<file path="config.mk">
export PLATFORM = sky130hd
export DESIGN_NAME = sens_frame_eng
export DESIGN_NICKNAME = d
export VERILOG_FILES = /design/src/rtl/sfe_pkg.sv /design/src/rtl/sfe_crc8.sv /design/src/rtl/sfe_gap_timer.sv /design/src/rtl/sfe_shifter.sv /design/src/rtl/sens_frame_eng.sv
export SDC_FILE = /design/constraint.sdc
export NUM_CORES = 1
export LEC_CHECK = 0
export ABC_AREA = 1
export BUFFER_PORTS_ARGS = -buffer_cell sky130_fd_sc_hd__buf_2
export CAP_MARGIN = 20
export CORE_MARGIN = 2
export CORE_UTILIZATION = 40
export CTS_BUF_LIST = sky130_fd_sc_hd__clkbuf_4 sky130_fd_sc_hd__clkbuf_8
export DETAILED_ROUTE_END_ITERATION = 6
export PLACE_DENSITY = 0.71
export SETUP_SLACK_MARGIN = 0.2
export SLEW_MARGIN = 20
export SYNTH_ARGS = -nofsm -noshare
export SYNTH_HDL_FRONTEND = slang
export SYNTH_SLANG_ARGS = --single-unit
export TNS_END_PERCENT = 20
</file>
<file path="constraint.sdc">
create_clock -name clk -period 3.1 [get_ports clk]
set_clock_uncertainty 0.2 [all_clocks]
set_input_delay 0 -clock clk [delete_from_list [all_inputs] [get_ports clk]]
set_output_delay 0 -clock clk [all_outputs]
set_load 0.02 [all_outputs]
</file>
<file path="src/rtl/sfe_pkg.sv">
package sfe_pkg;
   localparam int FRAME_W = 32;
   localparam int PAY_W   = 24;
   localparam int WORD_W  = 16;
   localparam logic [7:0] CRC_POLY = 8'h1D;
   localparam logic [7:0] CRC_SEED = 8'hFF;
   localparam logic [1:0] RS_FAULT = 2'b11;

   typedef enum logic [1:0] {
      ST_IDLE,
      ST_WAIT,
      ST_RUN,
      ST_CHECK
   } sfe_state_t;
endpackage

</file>
<file path="src/rtl/sfe_crc8.sv">
module sfe_crc8
   import sfe_pkg::*;
#(
   parameter int         N_BITS = PAY_W,
   parameter logic [7:0] POLY   = CRC_POLY,
   parameter logic [7:0] SEED   = CRC_SEED
) (
   input  logic [N_BITS-1:0] data,
   output logic [7:0]        crc_inv
);
   // bit-serial CRC unrolled over the payload, MSB first
   always_comb begin
      logic [7:0] c;
      c = SEED;
      for (int i = N_BITS - 1; i >= 0; i--) begin
         if (c[7] ^ data[i]) c = {c[6:0], 1'b0} ^ POLY;
         else                c = {c[6:0], 1'b0};
      end
      crc_inv = ~c;
   end
endmodule

</file>
<file path="src/rtl/sfe_gap_timer.sv">
module sfe_gap_timer #(
   parameter int GAP_CLKS = 1000
) (
   input  logic clk,
   input  logic rst_n,
   input  logic cs_n,
   output logic gap_ok
);
   localparam int CW = $clog2(GAP_CLKS + 1);

   logic [CW-1:0] cnt;

   always_ff @(posedge clk or negedge rst_n) begin
      if (!rst_n)                       cnt <= '0;
      else if (!cs_n)                   cnt <= '0;
      else if (cnt != CW'(GAP_CLKS))    cnt <= cnt + CW'(1);
   end

   assign gap_ok = (cnt == CW'(GAP_CLKS));
endmodule

</file>
<file path="src/rtl/sfe_shifter.sv">
module sfe_shifter
   import sfe_pkg::*;
#(
   parameter int CLK_DIV = 4
) (
   input  logic               clk,
   input  logic               rst_n,
   input  logic               start,
   input  logic [FRAME_W-1:0] tx_frame,
   input  logic               miso,
   output logic               sclk,
   output logic               cs_n,
   output logic               mosi,
   output logic               fin,
   output logic [FRAME_W-1:0] rx_frame
);
   localparam int DIV_W = $clog2(CLK_DIV + 1);
   localparam int BIT_W = $clog2(FRAME_W);

   logic [DIV_W-1:0]   div_cnt;
   logic [BIT_W-1:0]   bit_cnt;
   logic [FRAME_W-1:0] tx_sh;
   logic               tick;

   assign tick = (div_cnt == DIV_W'(CLK_DIV - 1));
   assign mosi = tx_sh[FRAME_W-1];

   always_ff @(posedge clk or negedge rst_n) begin
      if (!rst_n) begin
         cs_n     <= 1'b1;
         sclk     <= 1'b0;
         fin      <= 1'b0;
         div_cnt  <= '0;
         bit_cnt  <= '0;
         tx_sh    <= '0;
         rx_frame <= '0;
      end else begin
         fin <= 1'b0;
         if (cs_n) begin
            if (start) begin
               cs_n    <= 1'b0;
               tx_sh   <= tx_frame;
               bit_cnt <= '0;
               div_cnt <= '0;
            end
         end else if (tick) begin
            div_cnt <= '0;
            if (!sclk) begin
               sclk     <= 1'b1;
               rx_frame <= {rx_frame[FRAME_W-2:0], miso};
            end else begin
               sclk <= 1'b0;
               if (bit_cnt == BIT_W'(FRAME_W - 1)) begin
                  cs_n <= 1'b1;
                  fin  <= 1'b1;
               end else begin
                  bit_cnt <= bit_cnt + BIT_W'(1);
                  tx_sh   <= {tx_sh[FRAME_W-2:0], 1'b0};
               end
            end
         end else begin
            div_cnt <= div_cnt + DIV_W'(1);
         end
      end
   end
endmodule

</file>
<file path="src/rtl/sens_frame_eng.sv">
module sens_frame_eng
   import sfe_pkg::*;
#(
   parameter int CLK_FREQ_HZ = 100_000_000,
   parameter int GAP_US      = 10,
   parameter int CLK_DIV     = 4,
   parameter int ADDR_W      = 5,
   parameter int OUT_W       = 32
) (
   input  logic              clk,
   input  logic              rst_n,
   input  logic              req_valid,
   input  logic              req_write,
   input  logic [ADDR_W-1:0] req_addr,
   input  logic [15:0]       req_wdata,
   output logic              busy,
   output logic              done,
   output logic              crc_err,
   output logic              dev_err,
   output logic [1:0]        rstat,
   output logic [OUT_W-1:0]  rdata,
   output logic              spi_sclk,
   output logic              spi_cs_n,
   output logic              spi_mosi,
   input  logic              spi_miso
);
   localparam int GAP_CLKS = (CLK_FREQ_HZ / 1_000_000) * GAP_US;

   // elaboration-time parameter checks
   if (CLK_DIV < 1) begin : g_bad_div
      $error("CLK_DIV must be at least 1");
   end
   if (ADDR_W < 1 || ADDR_W > 5) begin : g_bad_addr
      $error("ADDR_W must be between 1 and 5");
   end
   if (OUT_W < WORD_W) begin : g_bad_out
      $error("OUT_W must be at least 16");
   end
   if (GAP_CLKS < 1) begin : g_bad_gap
      $error("gap must span at least one clock");
   end

   sfe_state_t         state;
   logic               second;
   logic [FRAME_W-1:0] cmd_frame;
   logic [PAY_W-1:0]   req_payload;
   logic [7:0]         tx_crc;
   logic [7:0]         rx_crc;
   logic [FRAME_W-1:0] rx_frame;
   logic               fin;
   logic               gap_ok;
   logic               start;
   logic               crc_ok;
   logic [OUT_W-1:0]   ext_word;

   assign req_payload = {req_write, 5'(req_addr), 2'b00,
                         (req_write ? req_wdata : 16'h0000)};

   sfe_crc8 u_tx_crc (.data(req_payload),                .crc_inv(tx_crc));
   sfe_crc8 u_rx_crc (.data(rx_frame[FRAME_W-1:8]),      .crc_inv(rx_crc));

   assign crc_ok = (rx_crc == rx_frame[7:0]);

   if (OUT_W == WORD_W) begin : g_ext_none
      assign ext_word = rx_frame[23:8];
   end else begin : g_ext_sign
      assign ext_word = {{(OUT_W - WORD_W){rx_frame[23]}}, rx_frame[23:8]};
   end

   sfe_gap_timer #(.GAP_CLKS(GAP_CLKS)) u_gap (
      .clk    (clk),
      .rst_n  (rst_n),
      .cs_n   (spi_cs_n),
      .gap_ok (gap_ok)
   );

   assign start = (state == ST_WAIT) && gap_ok && spi_cs_n;

   sfe_shifter #(.CLK_DIV(CLK_DIV)) u_shift (
      .clk      (clk),
      .rst_n    (rst_n),
      .start    (start),
      .tx_frame (cmd_frame),
      .miso     (spi_miso),
      .sclk     (spi_sclk),
      .cs_n     (spi_cs_n),
      .mosi     (spi_mosi),
      .fin      (fin),
      .rx_frame (rx_frame)
   );

   assign busy = (state != ST_IDLE);

   always_ff @(posedge clk or negedge rst_n) begin
      if (!rst_n) begin
         state     <= ST_IDLE;
         second    <= 1'b0;
         cmd_frame <= '0;
         done      <= 1'b0;
         crc_err   <= 1'b0;
         dev_err   <= 1'b0;
         rstat     <= '0;
         rdata     <= '0;
      end else begin
         done    <= 1'b0;
         crc_err <= 1'b0;
         dev_err <= 1'b0;
         case (state)
            ST_IDLE: begin
               if (req_valid) begin
                  cmd_frame <= {req_payload, tx_crc};
                  second    <= 1'b0;
                  state     <= ST_WAIT;
               end
            end
            ST_WAIT: begin
               if (start) state <= ST_RUN;
            end
            ST_RUN: begin
               if (fin) begin
                  if (second) begin
                     state <= ST_CHECK;
                  end else begin
                     second <= 1'b1;
                     state  <= ST_WAIT;
                  end
               end
            end
            ST_CHECK: begin
               done  <= 1'b1;
               state <= ST_IDLE;
               if (!crc_ok) begin
                  crc_err <= 1'b1;
               end else begin
                  rstat   <= rx_frame[25:24];
                  rdata   <= ext_word;
                  dev_err <= (rx_frame[25:24] == RS_FAULT);
               end
            end
            default: state <= ST_IDLE;
         endcase
      end
   end
endmodule

</file>
# Word-level counts from Yosys, hierarchy flattened
# Index checks and enable logic that the tools add are counted.
totals:
  ff_bits: 139
  inputBits: 26
  wordCells: 226
op_classes:
  add_sub_neg: 3
  n_eq_ne: 15
  n_mux: 84
  n_bitwise: 94
  reduce_logical: 14
ops:
  columns: ["cell", "n"]
  rows:
  - ["5-bit 2-to-1 mux", 53]
  - ["4-bit NOT", 46]
  - ["32-bit 2-to-1 mux", 5]
  - ["1-bit bitwise XOR", 38]
  - ["10-bit 2-to-1 mux", 2]
  - ["16-bit 2-to-1 mux", 1]
  - ["8-bit NOT", 2]
  - ["1-bit 2-to-1 mux", 14]
  - ["10-bit by 1-bit adder with 10-bit output (second input constant)", 1]
  - ["10-bit == test (second input constant)", 1]
  - ["10-bit != test (second input constant)", 1]
  - ["3-bit 2-to-1 mux", 3]
  - ["3-bit AND reduction", 3]
  - ["8-bit == test", 1]
  - ["2-bit 2-to-1 mux", 4]
  - ["2-bit != test (second input constant)", 4]
  - ["2-bit case mux with 4 select lines", 1]
  - ["2-bit nonzero test", 4]
  - ["2-bit == test (second input constant)", 3]
  - ["2-bit AND reduction", 3]
  - ["1-bit bitwise XOR (first input constant)", 6]
  - ["5-bit by 1-bit adder with 5-bit output (second input constant)", 1]
  - ["5-bit == test (second input constant)", 1]
  - ["2-bit by 1-bit != test with 1-bit output (second input constant)", 2]
  - ["other kinds (8)", 10]

# Logic depth before layout (Yosys ltp)
logic_depth:
  depth_word: 51
  ltp_mapped: 32

# Hierarchy
# A second synthesis with hierarchy kept.
hier_totals:
  hier_cells: 1483
  hier_area_um2: 10172.3
by_module_without_submodules:
  columns: ["mod", "n_inst", "cells_per_inst", "area_per_inst_um2", "seq_area_each_um2"]
  rows:
  - ["sfe_shifter", 1, 440, 3694.8, 1878.1]
  - ["sfe_crc8", 2, 313, 1606.5, 0.0]
  - ["sens_frame_eng", 1, 340, 2670.1, 1351.3]
  - ["sfe_gap_timer", 1, 77, 594.3, 250.2]

# Least setup slack after synthesis
# OpenSTA, ideal clock, no wires.
synth_timing:
  path_kind: "register -> register"
  from: "register u_shift.rx_frame[29]"
  to: "register rstat[0]"
  setup_time_ns: 0.119
  arrival_ns: 2.776
  slack_ns: 0.005
  path_stages_with_launch: 29
  n_path_buf: 2
  synth_period_minus_slack_ns: 3.095
  path_cell_list: "dfrtp_1 > buf_4 > inv_2 > nand2_1 > nand2_1 > nor2_1 > nor2_1 > nand2_1 > nand2_2 > nand2_2 > nand2_2 > nand2_2 > nand2_2 > nand2_2 > nand3_1 > nand3_1 > nand2_1 > nand2_2 > nand2_4 > nand2_1 > nand3_1 > nand2_1 > nor2_1 > nand3_2 > nor2_4 > nand3_4 > buf_4 > nand2_1 > nand2_1"
synth_via:
  elab_chain_cells: 30
synth_lines:
  columns: ["item", "line", "rtl"]
  rows:
  - ["start, declared", "sfe_shifter.sv:15", "output logic [FRAME_W-1:0] rx_frame"]
  - ["start signal, assigned", "sfe_shifter.sv:50", "rx_frame <= {rx_frame[FRAME_W-2:0], miso};"]
  - ["1-bit bitwise XOR *", "sfe_crc8.sv:16", "if (c[7] ^ data[i]) c = {c[6:0], 1'b0} ^ POLY;"]
  - ["5-bit 2-to-1 mux *", "sfe_crc8.sv:16", null]
  - ["5-bit 2-to-1 mux", "sfe_crc8.sv:16", null]
  - ["4-bit NOT (no line)", null, null]
  - ["5-bit 2-to-1 mux", "sfe_crc8.sv:16", null]
  - ["4-bit NOT (no line)", null, null]
  - ["5-bit 2-to-1 mux", "sfe_crc8.sv:16", null]
  - ["4-bit NOT (no line)", null, null]
  - ["(+14 left out)", null, null]
  - ["5-bit 2-to-1 mux", "sfe_crc8.sv:16", null]
  - ["4-bit NOT (no line)", null, null]
  - ["5-bit 2-to-1 mux", "sfe_crc8.sv:16", null]
  - ["4-bit NOT (no line)", null, null]
  - ["5-bit 2-to-1 mux", "sfe_crc8.sv:16", null]
  - ["8-bit NOT *", "sfe_crc8.sv:19", "crc_inv = ~c;"]
  - ["8-bit == test *", "sens_frame_eng.sv:62", "assign crc_ok = (rx_crc == rx_frame[7:0]);"]
  - ["2-bit AND reduction (no line) *", null, null]
  - ["end signal, assigned", "sens_frame_eng.sv:135", "rstat <= rx_frame[25:24];"]
  - ["end, declared", "sens_frame_eng.sv:20", "output logic [1:0] rstat,"]
# Mark *: on every way between the ends. The rest lies on a longest branch, timed or not.
# A chain may end at the register's enable or synchronous reset.

# Worst setup path after layout
layout_timing:
  from: "register u_shift.rx_frame[30]"
  to: "register dev_err"
layout_via:
  elab_chain_cells: 31
layout_lines:
  columns: ["item", "line", "rtl"]
  rows:
  - ["1-bit bitwise XOR *", "sfe_crc8.sv:16", null]
  - ["5-bit 2-to-1 mux *", "sfe_crc8.sv:16", null]
  - ["4-bit NOT (no line) or 5-bit 2-to-1 mux (tied branches)", null, null]
  - ["5-bit 2-to-1 mux or 4-bit NOT (tied branches)", null, null]
  - ["4-bit NOT (no line) or 5-bit 2-to-1 mux (tied branches)", null, null]
  - ["5-bit 2-to-1 mux or 4-bit NOT (tied branches)", null, null]
  - ["1-bit bitwise XOR or 5-bit 2-to-1 mux (tied branches)", "sfe_crc8.sv:16", null]
  - ["5-bit 2-to-1 mux or 4-bit NOT (tied branches)", null, null]
  - ["(+15 left out)", null, null]
  - ["4-bit NOT (no line)", null, null]
  - ["5-bit 2-to-1 mux", "sfe_crc8.sv:16", null]
  - ["4-bit NOT (no line)", null, null]
  - ["5-bit 2-to-1 mux", "sfe_crc8.sv:16", null]
  - ["8-bit NOT *", "sfe_crc8.sv:19", null]
  - ["8-bit == test *", "sens_frame_eng.sv:62", null]
  - ["1-bit 2-to-1 mux *", "sens_frame_eng.sv:132", "if (!crc_ok) begin"]
  - ["1-bit 2-to-1 mux *", "sens_frame_eng.sv:108", "case (state)"]
  - ["end signal, assigned", "sens_frame_eng.sv:137", "dev_err <= (rx_frame[25:24] == RS_FAULT);"]
  - ["end, declared", "sens_frame_eng.sv:19", "output logic dev_err,"]
# Marked as above.

==> flow_summary.yaml <==
grt:
  overflow: 0
  antenna_found_initial: 0
  track_usage_pct: 17.8
  grt_first_pass_wirelength_mm: 32.6
  grt_pass1_vias: 7246
  grt_max_degree: 101
final_layout:
  diodes: 0
  area_delta_synth_final_pct: 30.4
  nNetsFinal: 1372
  fillers: 1897
  drive_gt1_share_pct: 28.1
setup_path:
  critPathMaxStageDelay_ns: 0.44
  start_kind: "flop"
  endpoint_kind: "flop"
  crit_type: "reg -> reg"
  required_ns: 3.30
  cp.arrival_ns: 3.95
  cp_common_cell: "nand2_1"
  crit_fanout: 7
  slowest_stage: "dfrtp_1"
routing:
  wl_mm: 22.2
  ant_nets: 0
  via_per_inst: 5.01
  wl_per_cell_um: 13.6
  drt-initial-drc-count: 512
  firstDrtPassIters: 5
  drc_errors: 0
  num_vias: 8164
floorplan:
  initial_utilization_pct: 40.6
  dieArea_sq_um: 22500
  row_count: 53
  ios: 67
  fp.dieW_um: 150
  die-height_um: 150
  core-area_sq_um: 21000
power:
  power_density_nw_per_um2: 453
  leakage_nw: 5.52
  peakVddDrop_uv: 427
sta:
  rsz0062_at_grt: "yes"
  setup_viol: 20
  final.setup.tns_ns: -12.14
  timing.hold.ws_ns: -0.0140
  fmax_mhz: 266
  finalMaxSlewViolations: 0
  finalWorstSetupSlack_ns: -0.655
  max_slew_margin_pct: 31.9
  hold_viol: 4
  tightestPinTransition_ns: 1.02
  period_minus_slack_ns: 3.75
  period_share_pct: 121
synthesis:
  synth_nets: 1228
  yosysWarningCount: 0
  synth-seq-area-share_pct: 40.8
  synthXorXnorAreaFrac_pct: 5.93
  synth-adder-area-share_pct: 0.734
  synth_seq_cells: 139
  avgSynthCellArea_sq_um: 7.12
  postSynthCellCount: 1197
  synth_cell_types: 38
  synth_area_sq_um: 8520
  synth_top_family_by_area: "simple AND/OR/NAND/NOR gates"
  yosys.area_share.simple_pct: 34.8
  synth_compound_area_share_pct: 8.25
  synth.area.mux_share_pct: 0
clock_network:
  cts_tree: "yes"
  ctsRootBufferMaster: "clkbuf_8"
  numCtsBuffers: 17
  clk_pin_slew_ns: 0.10
  clock_path_buffers: 2
  htreeDepth: 4
  clock_sinks: 139
  clock_latency_ns: 0.47
status:
  violations: "hold timing, setup timing"
  status: "finished, violations left"
min_path:
  hold_class: "in -> async"
place:
  gp_congestion: 0.865
  place_hpwl_mm: 13.7
  port_buffers: 66
flow_run:
  drv_cap: 0
## flip-flops by register name (all words and copies together) (netlist names)
register / count
u_shift.cs_n: 1
rdata: 16
u_shift.div_cnt: 3
u_gap.cnt: 10
u_shift.sclk: 1
rstat: 2
u_shift.bit_cnt: 5
dev_err: 1
u_shift.rx_frame: 32
crc_err: 1
state: 2
u_shift.fin: 1
done: 1
cmd_frame: 30
second: 1
u_shift.tx_sh: 32
## cell usage in the layout, fill, tap and decap left out, types with 4 or more instances in the layout
cell | synthesis | layout
nand3_4 | 1 | 22
nand2_1 | 447 | 371
buf_6 | 3 | 4
xnor2_1 | 12 | 10
a31oi_1 | 6 | 6
o21ai_0 | 111 | 110
nor2_4 | 2 | 5
xor2_1 | 42 | 36
buf_2 | 2 | 65
inv_2 | 9 | 14
dfrtp_1 | 138 | 133
xor2_2 | 0 | 6
dfrtp_2 | 0 | 5
nor2_2 | 4 | 4
or2_2 | 4 | 4
a21oi_1 | 13 | 12
ha_1 | 5 | 5
nor3_1 | 5 | 5
nand4_1 | 18 | 18
nand2_2 | 38 | 72
inv_6 | 0 | 5
dlygate4sd3_1 | 0 | 35
nand2_4 | 2 | 42
inv_1 | 119 | 113
buf_4 | 20 | 69
clkbuf_8 | 0 | 17
xnor2_2 | 2 | 4
nor2_1 | 36 | 33
nand3_1 | 101 | 75
nand3_2 | 14 | 21
## critical path, delay by kind of cell, from the launching register on
kind | cells | cell delay (ns)
XOR/XNOR | 1 | 0.20
buffers and inverters | 5 | 0.53
flip-flops | 1 | 0.44
AND/OR/NAND/NOR | 20 | 2.31
## stage by stage
| stage | cells | total power, mW | instance area (sq um) | utilization [%] | setup WS [ns] |
|---|---|---|---|---|---|
| finish | 1629 | 5.04 | 11100 | 53.0 | -0.655 |
| global route | 1629 | 5.39 | 11100 | 53.0 | -0.803 |
| CTS | 1605 | 5.03 | 10200 | 48.6 | -0.387 |
| detailed placement | 1535 | 3.49 | 9370 | 44.7 | -0.498 |
| floorplan | 1197 | 3.14 | 8590 | - | 0.0494 |
| global placement | 1535 | 3.47 | 9370 | 44.7 | -0.397 |
## worst paths after layout
path                       slack [ns]                 start                end  cells after the start
max reg2reg                     -0.65  u_shift.rx_frame[30]            dev_err                     26
min in group clk                 0.08             req_write      cmd_frame[22]                      4
max                             -0.65  u_shift.rx_frame[30]            dev_err                     26
min                             -0.01                 rst_n           rstat[1]                      2
max in group asynchronous        1.82                 rst_n  u_shift.tx_sh[31]                      3
min reg2reg                      0.27             rdata[10]          rdata[10]                      2
## logic make-up after synthesis
group,Yosys count
adder cells (fa/ha/maj),5
flip-flops,139
buffers and inverters,186
AND/OR/NAND/NOR,675
AO/OA/AOI/OAI,136
XOR/XNOR,56
## synth_stat cells, drive strengths merged
master / instances / area share (%)
buf: 25 / 2.3
a31o: 1 / 0.10
o21a: 1 / 0.088
ha: 5 / 0.73
clkinv: 2 / 0.088
dfstp: 1 / 0.31
a21oi: 13 / 0.76
or2: 5 / 0.37
o22ai: 1 / 0.073
nor4: 1 / 0.073
a21o: 1 / 0.088
nor2: 42 / 2.1
inv: 129 / 5.7
nand2: 487 / 23
nand3b: 1 / 0.088
o31ai: 1 / 0.088
o21ai: 111 / 6.5
xor2: 42 / 4.3
nor3: 5 / 0.29
nand4: 18 / 1.3
a31oi: 6 / 0.44
o211ai: 1 / 0.088
xnor2: 14 / 1.6
clkbuf: 30 / 1.3
dfrtp: 138 / 41
nand3: 116 / 7.8
## metal layers
metal  up-vias  GRT usage, %  routed length, um  share of wire [%]
met5         -             0                  0                  0
met4         0          5.00                454                2.0
met1      3832          21.9               9590                 43
li1       4066             -                  -                  -
met2       219          31.6              11300                 51
met3        47          3.29                874                3.9
## power by group
| part | switching (mW) | total (mW) | internal, mW |
|---|---|---|---|
| sequential | 0.0292 | 1.90 | 1.87 |
| combinational | 0.991 | 1.62 | 0.628 |
| clock | 0.851 | 1.52 | 0.665 |
## what timing repair did
| item | 4_1_cts | 5_1_grt |
|---|---|---|
| gates cloned | 0 | 3 |
| hold endpoints to repair | 128 | 0 |
| buffers inserted | 2 | 21 |
| setup endpoints to repair | 20 | 59 |
| pin swaps | 5 | 64 |
| resized for setup | 12 | 172 |
| hold buffers | 36 | 0 |
## area by class of cell
type / count / area [sq um] / share of cell area, %
Sequential cell: 139 / 3490 / 31.4
Tap cell: 275 / 344 / 3.10
Clock buffer: 17 / 234 / 2.11
Clock inverter: 15 / 158 / 1.42
Inverter: 131 / 502 / 4.52
Multi-Input combinational cell: 875 / 5070 / 45.7
Timing Repair Buffer: 177 / 1310 / 11.8
Note: power is estimated with default switching activity, not from simulation.
